<file path="src/rtl/lookahead_fifo_pkg.sv">
package lookahead_fifo_pkg;

  // Which register feeds the output data port.
  typedef enum logic {
    SRC_MEM    = 1'b0,
    SRC_BYPASS = 1'b1
  } head_src_e;

  function automatic bit is_pow2(input int unsigned v);
    return (v >= 2) && ((v & (v - 1)) == 0);
  endfunction

endpackage

</file>
<file path="src/rtl/lf_store.sv">
// Storage array with one write port and one registered read port.
// Coded so that block RAM can be inferred: no reset on the array or on the read register.
module lf_store #(
  parameter int WIDTH = 8,
  parameter int DEPTH = 64,
  localparam int AW   = $clog2(DEPTH)
) (
  input  logic             clk,
  input  logic             wr_en,
  input  logic [AW-1:0]    wr_addr,
  input  logic [WIDTH-1:0] wr_data,
  input  logic [AW-1:0]    rd_addr,
  output logic [WIDTH-1:0] rd_q
);

  logic [WIDTH-1:0] cells [DEPTH];

  always_ff @(posedge clk) begin
    if (wr_en) cells[wr_addr] <= wr_data;
  end

  // Read data follows the sampled address by one edge; never combinational.
  always_ff @(posedge clk) begin
    rd_q <= cells[rd_addr];
  end

endmodule

</file>
<file path="src/rtl/lf_ptrs.sv">
// Pointer, occupancy and flag control with lookahead read addressing.
module lf_ptrs #(
  parameter int DEPTH = 64,
  localparam int AW   = $clog2(DEPTH),
  localparam int PW   = AW + 1,
  localparam int CW   = $clog2(DEPTH + 1)
) (
  input  logic          clk,
  input  logic          rst,
  input  logic          wr_req,
  input  logic          rd_req,
  output logic          push,
  output logic          pop,
  output logic [PW-1:0] wr_ptr,
  output logic [PW-1:0] rd_sel,
  output logic [CW-1:0] occ,
  output logic          valid_q,
  output logic          full_q
);

  logic [PW-1:0] rd_ptr;
  logic [PW-1:0] rd_ptr_inc;
  logic [CW-1:0] occ_nxt;

  // Accept rules: reads need a shown word, writes need a free slot.
  assign push = wr_req & ~full_q;
  assign pop  = rd_req & valid_q;

  assign rd_ptr_inc = rd_ptr + PW'(1);
  // Lookahead: fetch the word after the head on the same edge that consumes it.
  assign rd_sel     = pop ? rd_ptr_inc : rd_ptr;

  always_comb begin
    occ_nxt = occ;
    if (push && !pop)      occ_nxt = occ + CW'(1);
    else if (pop && !push) occ_nxt = occ - CW'(1);
  end

  always_ff @(posedge clk) begin
    if (rst) begin
      wr_ptr  <= '0;
      rd_ptr  <= '0;
      occ     <= '0;
      valid_q <= 1'b0;
      full_q  <= 1'b0;
    end else begin
      if (push) wr_ptr <= wr_ptr + PW'(1);
      rd_ptr  <= rd_sel;
      occ     <= occ_nxt;
      valid_q <= (occ_nxt != '0);
      full_q  <= (occ_nxt == CW'(DEPTH));
    end
  end

  // occupancy tracks the extended-pointer difference every cycle.
  p_occ_ptr_r9: assert property (@(posedge clk) disable iff (rst)
    occ == CW'(wr_ptr - rd_ptr));

  // valid flag mirrors a non-zero occupancy.
  p_valid_occ_r5: assert property (@(posedge clk) disable iff (rst)
    valid_q == (occ != '0));

  // an acknowledge on an empty FIFO leaves the read pointer in place.
  p_empty_ack_ignored_r5: assert property (@(posedge clk) disable iff (rst)
    (!valid_q && rd_req) |=> (rd_ptr == $past(rd_ptr)));

  // full flag mirrors occupancy == DEPTH.
  p_full_depth_r6: assert property (@(posedge clk) disable iff (rst)
    full_q == (occ == CW'(DEPTH)));

  // a write against a full FIFO leaves the write pointer in place.
  p_no_overflow_r6: assert property (@(posedge clk) disable iff (rst)
    (full_q && wr_req) |=> (wr_ptr == $past(wr_ptr)));

  // an accepted read always advances the read pointer by one.
  p_read_advance_r3: assert property (@(posedge clk) disable iff (rst)
    pop |=> (rd_ptr == $past(rd_ptr) + PW'(1)));

  // simultaneous accepted read and write keep the occupancy.
  p_rw_keeps_occ_r8: assert property (@(posedge clk) disable iff (rst)
    (push && pop) |=> (occ == $past(occ)));

  // the cycle after a reset edge shows an empty, non-full FIFO.
  p_reset_state_r1: assert property (@(posedge clk)
    $past(rst) |-> (!valid_q && !full_q && occ == '0));

endmodule

</file>
<file path="src/rtl/lf_head.sv">
// Output stage: chooses between the memory read register and a bypass
// register that holds a word written on the same edge it became the head.
module lf_head
  import lookahead_fifo_pkg::*;
#(
  parameter int WIDTH = 8
) (
  input  logic             clk,
  input  logic             rst,
  input  logic             hit,
  input  logic [WIDTH-1:0] wr_data,
  input  logic [WIDTH-1:0] mem_q,
  output logic [WIDTH-1:0] head
);

  head_src_e        src_q;
  logic [WIDTH-1:0] byp_q;

  always_ff @(posedge clk) begin
    if (rst) src_q <= SRC_MEM;
    else     src_q <= hit ? SRC_BYPASS : SRC_MEM;
  end

  always_ff @(posedge clk) begin
    if (hit) byp_q <= wr_data;
  end

  assign head = (src_q == SRC_BYPASS) ? byp_q : mem_q;

  // a word written as it becomes the head appears after that edge.
  p_bypass_head_r7: assert property (@(posedge clk) disable iff (rst)
    hit |=> (head == $past(wr_data)));

endmodule

</file>
<file path="src/rtl/lookahead_fifo.sv">
module lookahead_fifo
  import lookahead_fifo_pkg::*;
#(
  parameter int WIDTH = 8,
  parameter int DEPTH = 64
) (
  input  logic             clk,
  input  logic             rst,
  input  logic             in_push,
  input  logic [WIDTH-1:0] in_data,
  output logic             in_full,
  input  logic             out_ack,
  output logic [WIDTH-1:0] out_data,
  output logic             out_valid
);

  localparam int AW = $clog2(DEPTH);
  localparam int PW = AW + 1;
  localparam int CW = $clog2(DEPTH + 1);

  initial begin
    a_depth_pow2: assert (is_pow2(DEPTH))
      else $error("DEPTH must be a power of two");
  end

  logic          push, pop, valid_q, full_q, hit;
  logic [PW-1:0] wr_ptr, rd_sel;
  logic [CW-1:0] occ;
  logic [WIDTH-1:0] mem_q;

  lf_ptrs #(.DEPTH(DEPTH)) u_ptrs (
    .clk     (clk),
    .rst     (rst),
    .wr_req  (in_push),
    .rd_req  (out_ack),
    .push    (push),
    .pop     (pop),
    .wr_ptr  (wr_ptr),
    .rd_sel  (rd_sel),
    .occ     (occ),
    .valid_q (valid_q),
    .full_q  (full_q)
  );

  lf_store #(.WIDTH(WIDTH), .DEPTH(DEPTH)) u_store (
    .clk     (clk),
    .wr_en   (push),
    .wr_addr (wr_ptr[AW-1:0]),
    .wr_data (in_data),
    .rd_addr (rd_sel[AW-1:0]),
    .rd_q    (mem_q)
  );

  // The incoming word becomes the head on this edge: the memory cannot return it yet.
  assign hit = push && (wr_ptr == rd_sel);

  lf_head #(.WIDTH(WIDTH)) u_head (
    .clk     (clk),
    .rst     (rst),
    .hit     (hit),
    .wr_data (in_data),
    .mem_q   (mem_q),
    .head    (out_data)
  );

  assign out_valid = valid_q;
  assign in_full   = full_q;

  // a write into an empty FIFO falls through to the output.
  p_fall_through_r2: assert property (@(posedge clk) disable iff (rst)
    (!out_valid && in_push) |=> (out_valid && out_data == $past(in_data)));

  // with two or more words, an accepted read leaves a word shown.
  p_back_to_back_r3: assert property (@(posedge clk) disable iff (rst)
    (pop && occ > CW'(1)) |=> out_valid);

  // one stored word, read and write together: valid stays, new word shown.
  p_one_word_rw_r7: assert property (@(posedge clk) disable iff (rst)
    (occ == CW'(1) && out_ack && in_push) |=> (out_valid && out_data == $past(in_data)));

endmodule

</file>
<file path="config.mk">
export PLATFORM = sky130hd
export DESIGN_NAME = lookahead_fifo
export DESIGN_NICKNAME = d
export VERILOG_FILES = /design/src/rtl/lookahead_fifo_pkg.sv /design/src/rtl/lf_store.sv /design/src/rtl/lf_ptrs.sv /design/src/rtl/lf_head.sv /design/src/rtl/lookahead_fifo.sv
export SDC_FILE = /design/constraint.sdc
export NUM_CORES = 1
export LEC_CHECK = 0
export CORE_MARGIN = 10
export CORE_UTILIZATION = 55
export DETAILED_ROUTE_END_ITERATION = 8
export GPL_TIMING_DRIVEN = 0
export PLACE_DENSITY = 0.8
export SETUP_SLACK_MARGIN = 0.5
export SYNTH_ARGS = -nofsm -noshare
export SYNTH_HDL_FRONTEND = slang
export SYNTH_SLANG_ARGS = --single-unit
</file>
<file path="constraint.sdc">
create_clock -name clk -period 3.4 [get_ports clk]
set_input_delay 0.51 -clock clk [delete_from_list [all_inputs] [get_ports clk]]
set_output_delay 0.51 -clock clk [all_outputs]
set_load 0.02 [all_outputs]
</file>
==> qor.yml <==
timing:
  setup_violations: 0
  finalCritPeriodShare: 0.8517
  finalHoldViolCount: 0
  period_needed_ps: 2896
  worstMarginPinSlew_ps: 873.3
  whs_ps: 361.1
  rsz0062_at_grt: "yes"
  fmax_mhz: 345.3
  fin_skew_ps: 33.87
  drv_slew: 0
  maxSlewHeadroom: 0.4156
die:
  num_rows: 75
  die_h_um: 227.4
  fp.dieW_um: 227.4
  die_area_mm2: 0.05173
  start_util: 0.5605
  pin_count: 22
  core_mm2: 0.04223
logic_synthesis:
  synth_edf_count: 520
  syn_inst: 1559
  yosysTopAreaCell: "edfxtp_1"
  ys_types: 62
  synth_warnings: 0
  synthTopCellsByArea: "edfxtp_1 (66%), mux2i_1 (7.5%), mux4_2 (5.3%)"
  ys_seq_area_frac: 0.6868
  yosysMostFrequentCell: "edfxtp_1"
  synthFlopType: "edfxtp_1"
  synth_top_area_frac: 0.6598
  syn_nets: 1575
  avgSynthCellArea_um2: 15.18
  synth_area_mm2: 0.02367
  ys_seq_elements: 552
  synth_common_cells: "edfxtp_1 (520), nand2_1 (186), mux2i_1 (178), nor2_1 (99), nand3_1 (59)"
  async_flop_share: 0
worst_setup_path:
  slowest_delay_ps: 560
  r2r_slack_ps: 500
  required_ps: 3860
  cp_cell_sequence: "ha_1, buf_4, xnor2_2, a22o_1, clkbuf_1, nand3_1, nand4_1, a21o_1, o211ai_1"
  rr_worst_depth: 9
  crit_fanout: 10
  crit_slowest_cell: "clkbuf_1"
  worst_r2r_endpoint: "u_store.rd_q[4]$_DFF_P_"
  startpoint: "u_ptrs.rd_ptr[0]$_SDFF_PP0_"
  startpoint_type: "flop"
  crit_arrival_ps: 3360
  crit_type: "reg2reg"
  worstReg2RegStart: "u_ptrs.rd_ptr[0]$_SDFF_PP0_"
  cp-endpoint: "u_store.rd_q[4]$_DFF_P_"
  endpoint_kind: "flop"
grt:
  grt_max_degree: 50
  antenna_found_initial: 0
  grt_pass1_wl_mm: 88.37
  grt_pass1_vias: 14340
  groute.usage.overall: 0.2296
  overflow: 0
place:
  dpl.hpwl_mm: 39.04
  placed_cells: 2127
  gp_congestion: 0.9231
  port_buffers: 21
worst_hold_path:
  hold_class: "in2reg"
final_layout:
  final_util: 0.6298
  diodes: 0
  fin_cells: 2229
  fill_cells: 2921
  fin_nets: 1663
  syn2layout_area_growth_pct: 12.37
  drive_gt1_frac: 0.1669
detailed_routing:
  drt-total-wl_mm: 59.12
  firstDrtPassIters: 6
  detail-route-antenna-nets: 0
  drtIter0Drc: 1899
  vias_per_cell: 6.533
  routedWlPerCell_um: 26.52
  drc: 0
  routed-via-count: 14560
cts:
  numCtsBuffers: 54
  cts_hold_buf: 0
  insertion_delay_ps: 610
  root_buffer: "clkbuf_16"
  clk_pin_slew_worst_paths_ps: 60
  cts_buffer_depth: 3
  cts_sinks: 552
  h-tree-depth: 2
  cts_tree: "done"
run:
  max_cap_viol_count: 0
run_status:
  status: "finished, final reports clean"
power_and_ir_drop:
  p_per_area_mw_per_mm2: 620.0
  p_leak_nw: 8.545
  vdd_ir_drop_max_mv: 0.4285
[logic make-up after synthesis]
logic type / after synthesis / share of synthesized area
compound gates: 211 / 0.06032
buf+inv: 96 / 0.02273
flops: 552 / 0.6868
xor+xnor: 25 / 0.01084
fa+ha+maj: 4 / 0.002115
simple gates: 414 / 0.07766
mux: 257 / 0.1395
[layer usage]
metal	GRT usage	up-vias	wire length, um	part of all wire
met5	0	-	0	0
met1	0.3030	7302	22850	0.39
met2	0.3698	877	28060	0.47
met3	0.04452	134	6081	0.10
met4	0.09351	0	2136	0.036
li1	-	6249	-	-
[area by class of cell]
class                      instances  area, um2  area share
timing repair buffer              32      365.4     0.01374
multi-input combinational        911       6998      0.2631
clock inverter                    26      202.7    0.007622
clock buffer                      73       1535     0.05773
sequential                       552      16260      0.6113
buffer                            90      539.3     0.02028
inverter                           6      22.52   0.0008469
tap                              539      674.4     0.02536
[where the power goes]
part	switching (W)	internal [W]	total, W
clock network	0.00250	0.00338	0.00588
registers	0.0000593	0.00754	0.00760
logic	0.00181	0.00120	0.00301
[worst min-delay path by stage]
stage,from,end,slack (ps),depth (start not counted)
after CTS,in_data[5],u_store.cells[19][5]$_DFFE_PP_,350,1
after detailed placement,u_ptrs.wr_ptr[6]$_SDFFE_PP0P_,u_ptrs.wr_ptr[6]$_SDFFE_PP0P_,500,2
after floorplan,u_ptrs.wr_ptr[6]$_SDFFE_PP0P_,u_ptrs.wr_ptr[6]$_SDFFE_PP0P_,470,2
after global placement,u_ptrs.wr_ptr[6]$_SDFFE_PP0P_,u_ptrs.wr_ptr[6]$_SDFFE_PP0P_,490,2
final,in_data[7],u_store.cells[15][7]$_DFFE_PP_,360,1
after global routing,in_data[5],u_store.cells[20][5]$_DFFE_PP_,370,1
[critical path, delay by kind of cell (launching register included)]
family / cells / cell delay (ps)
flops: 1 / 350
fa+ha+maj: 1 / 200
buf+inv: 2 / 730
compound gates: 3 / 670
xor+xnor: 1 / 340
simple gates: 2 / 460
[timing repair]
item,CTS,global route
cloned,0,0
pin swaps,1,0
setup buffers,1,2
gates resized for setup,15,27
endpoints found under the setup margin,17,72
[placed cells by master, fill, tap and decap left out, drive strengths merged, types with 3 or more instances in the layout]
cell type / count
a211oi: 9
a21boi: 3
a21o: 10
a21oi: 28
a22o: 4
a22oi: 17
a31oi: 48
a32oi: 17
a41oi: 4
and2: 3
and3: 12
buf: 74
bufinv: 3
clkbuf: 108
clkdlybuf4s50: 13
clkinv: 21
dfxtp: 32
edfxtp: 520
ha: 4
inv: 7
mux2: 23
mux2i: 178
mux4: 56
nand2: 187
nand3: 59
nand4: 11
nor2: 104
nor2b: 12
nor3: 5
nor4: 3
o211ai: 8
o21ai: 37
o22a: 9
o22ai: 10
or2: 3
xnor2: 11
xor2: 14
[state kept, by name, indices dropped and copies added (netlist names)]
signal          flops
u_ptrs.wr_ptr       7
u_ptrs.rd_ptr       7
u_head.byp_q        8
u_ptrs.valid_q      1
u_store.rd_q        8
u_store.cells     512
u_head.src_q        1
u_ptrs.full_q       1
u_ptrs.occ          7
[per-stage QoR]
stage          area, um2  power, W  TNS, ps  worst slack [ps]
2_1_floorplan      23670  0.009678        0             536.7
6_report           26590   0.01649        0             504.1
3_3_place_gp       24550   0.01058   -22340            -995.2
3_5_place_dp       24670   0.01065   -11460             -1143
4_1_cts            26490   0.01646        0             494.5
5_1_grt            26590   0.01696        0             479.0
No activity file was read; power rests on OpenSTA's default activity.
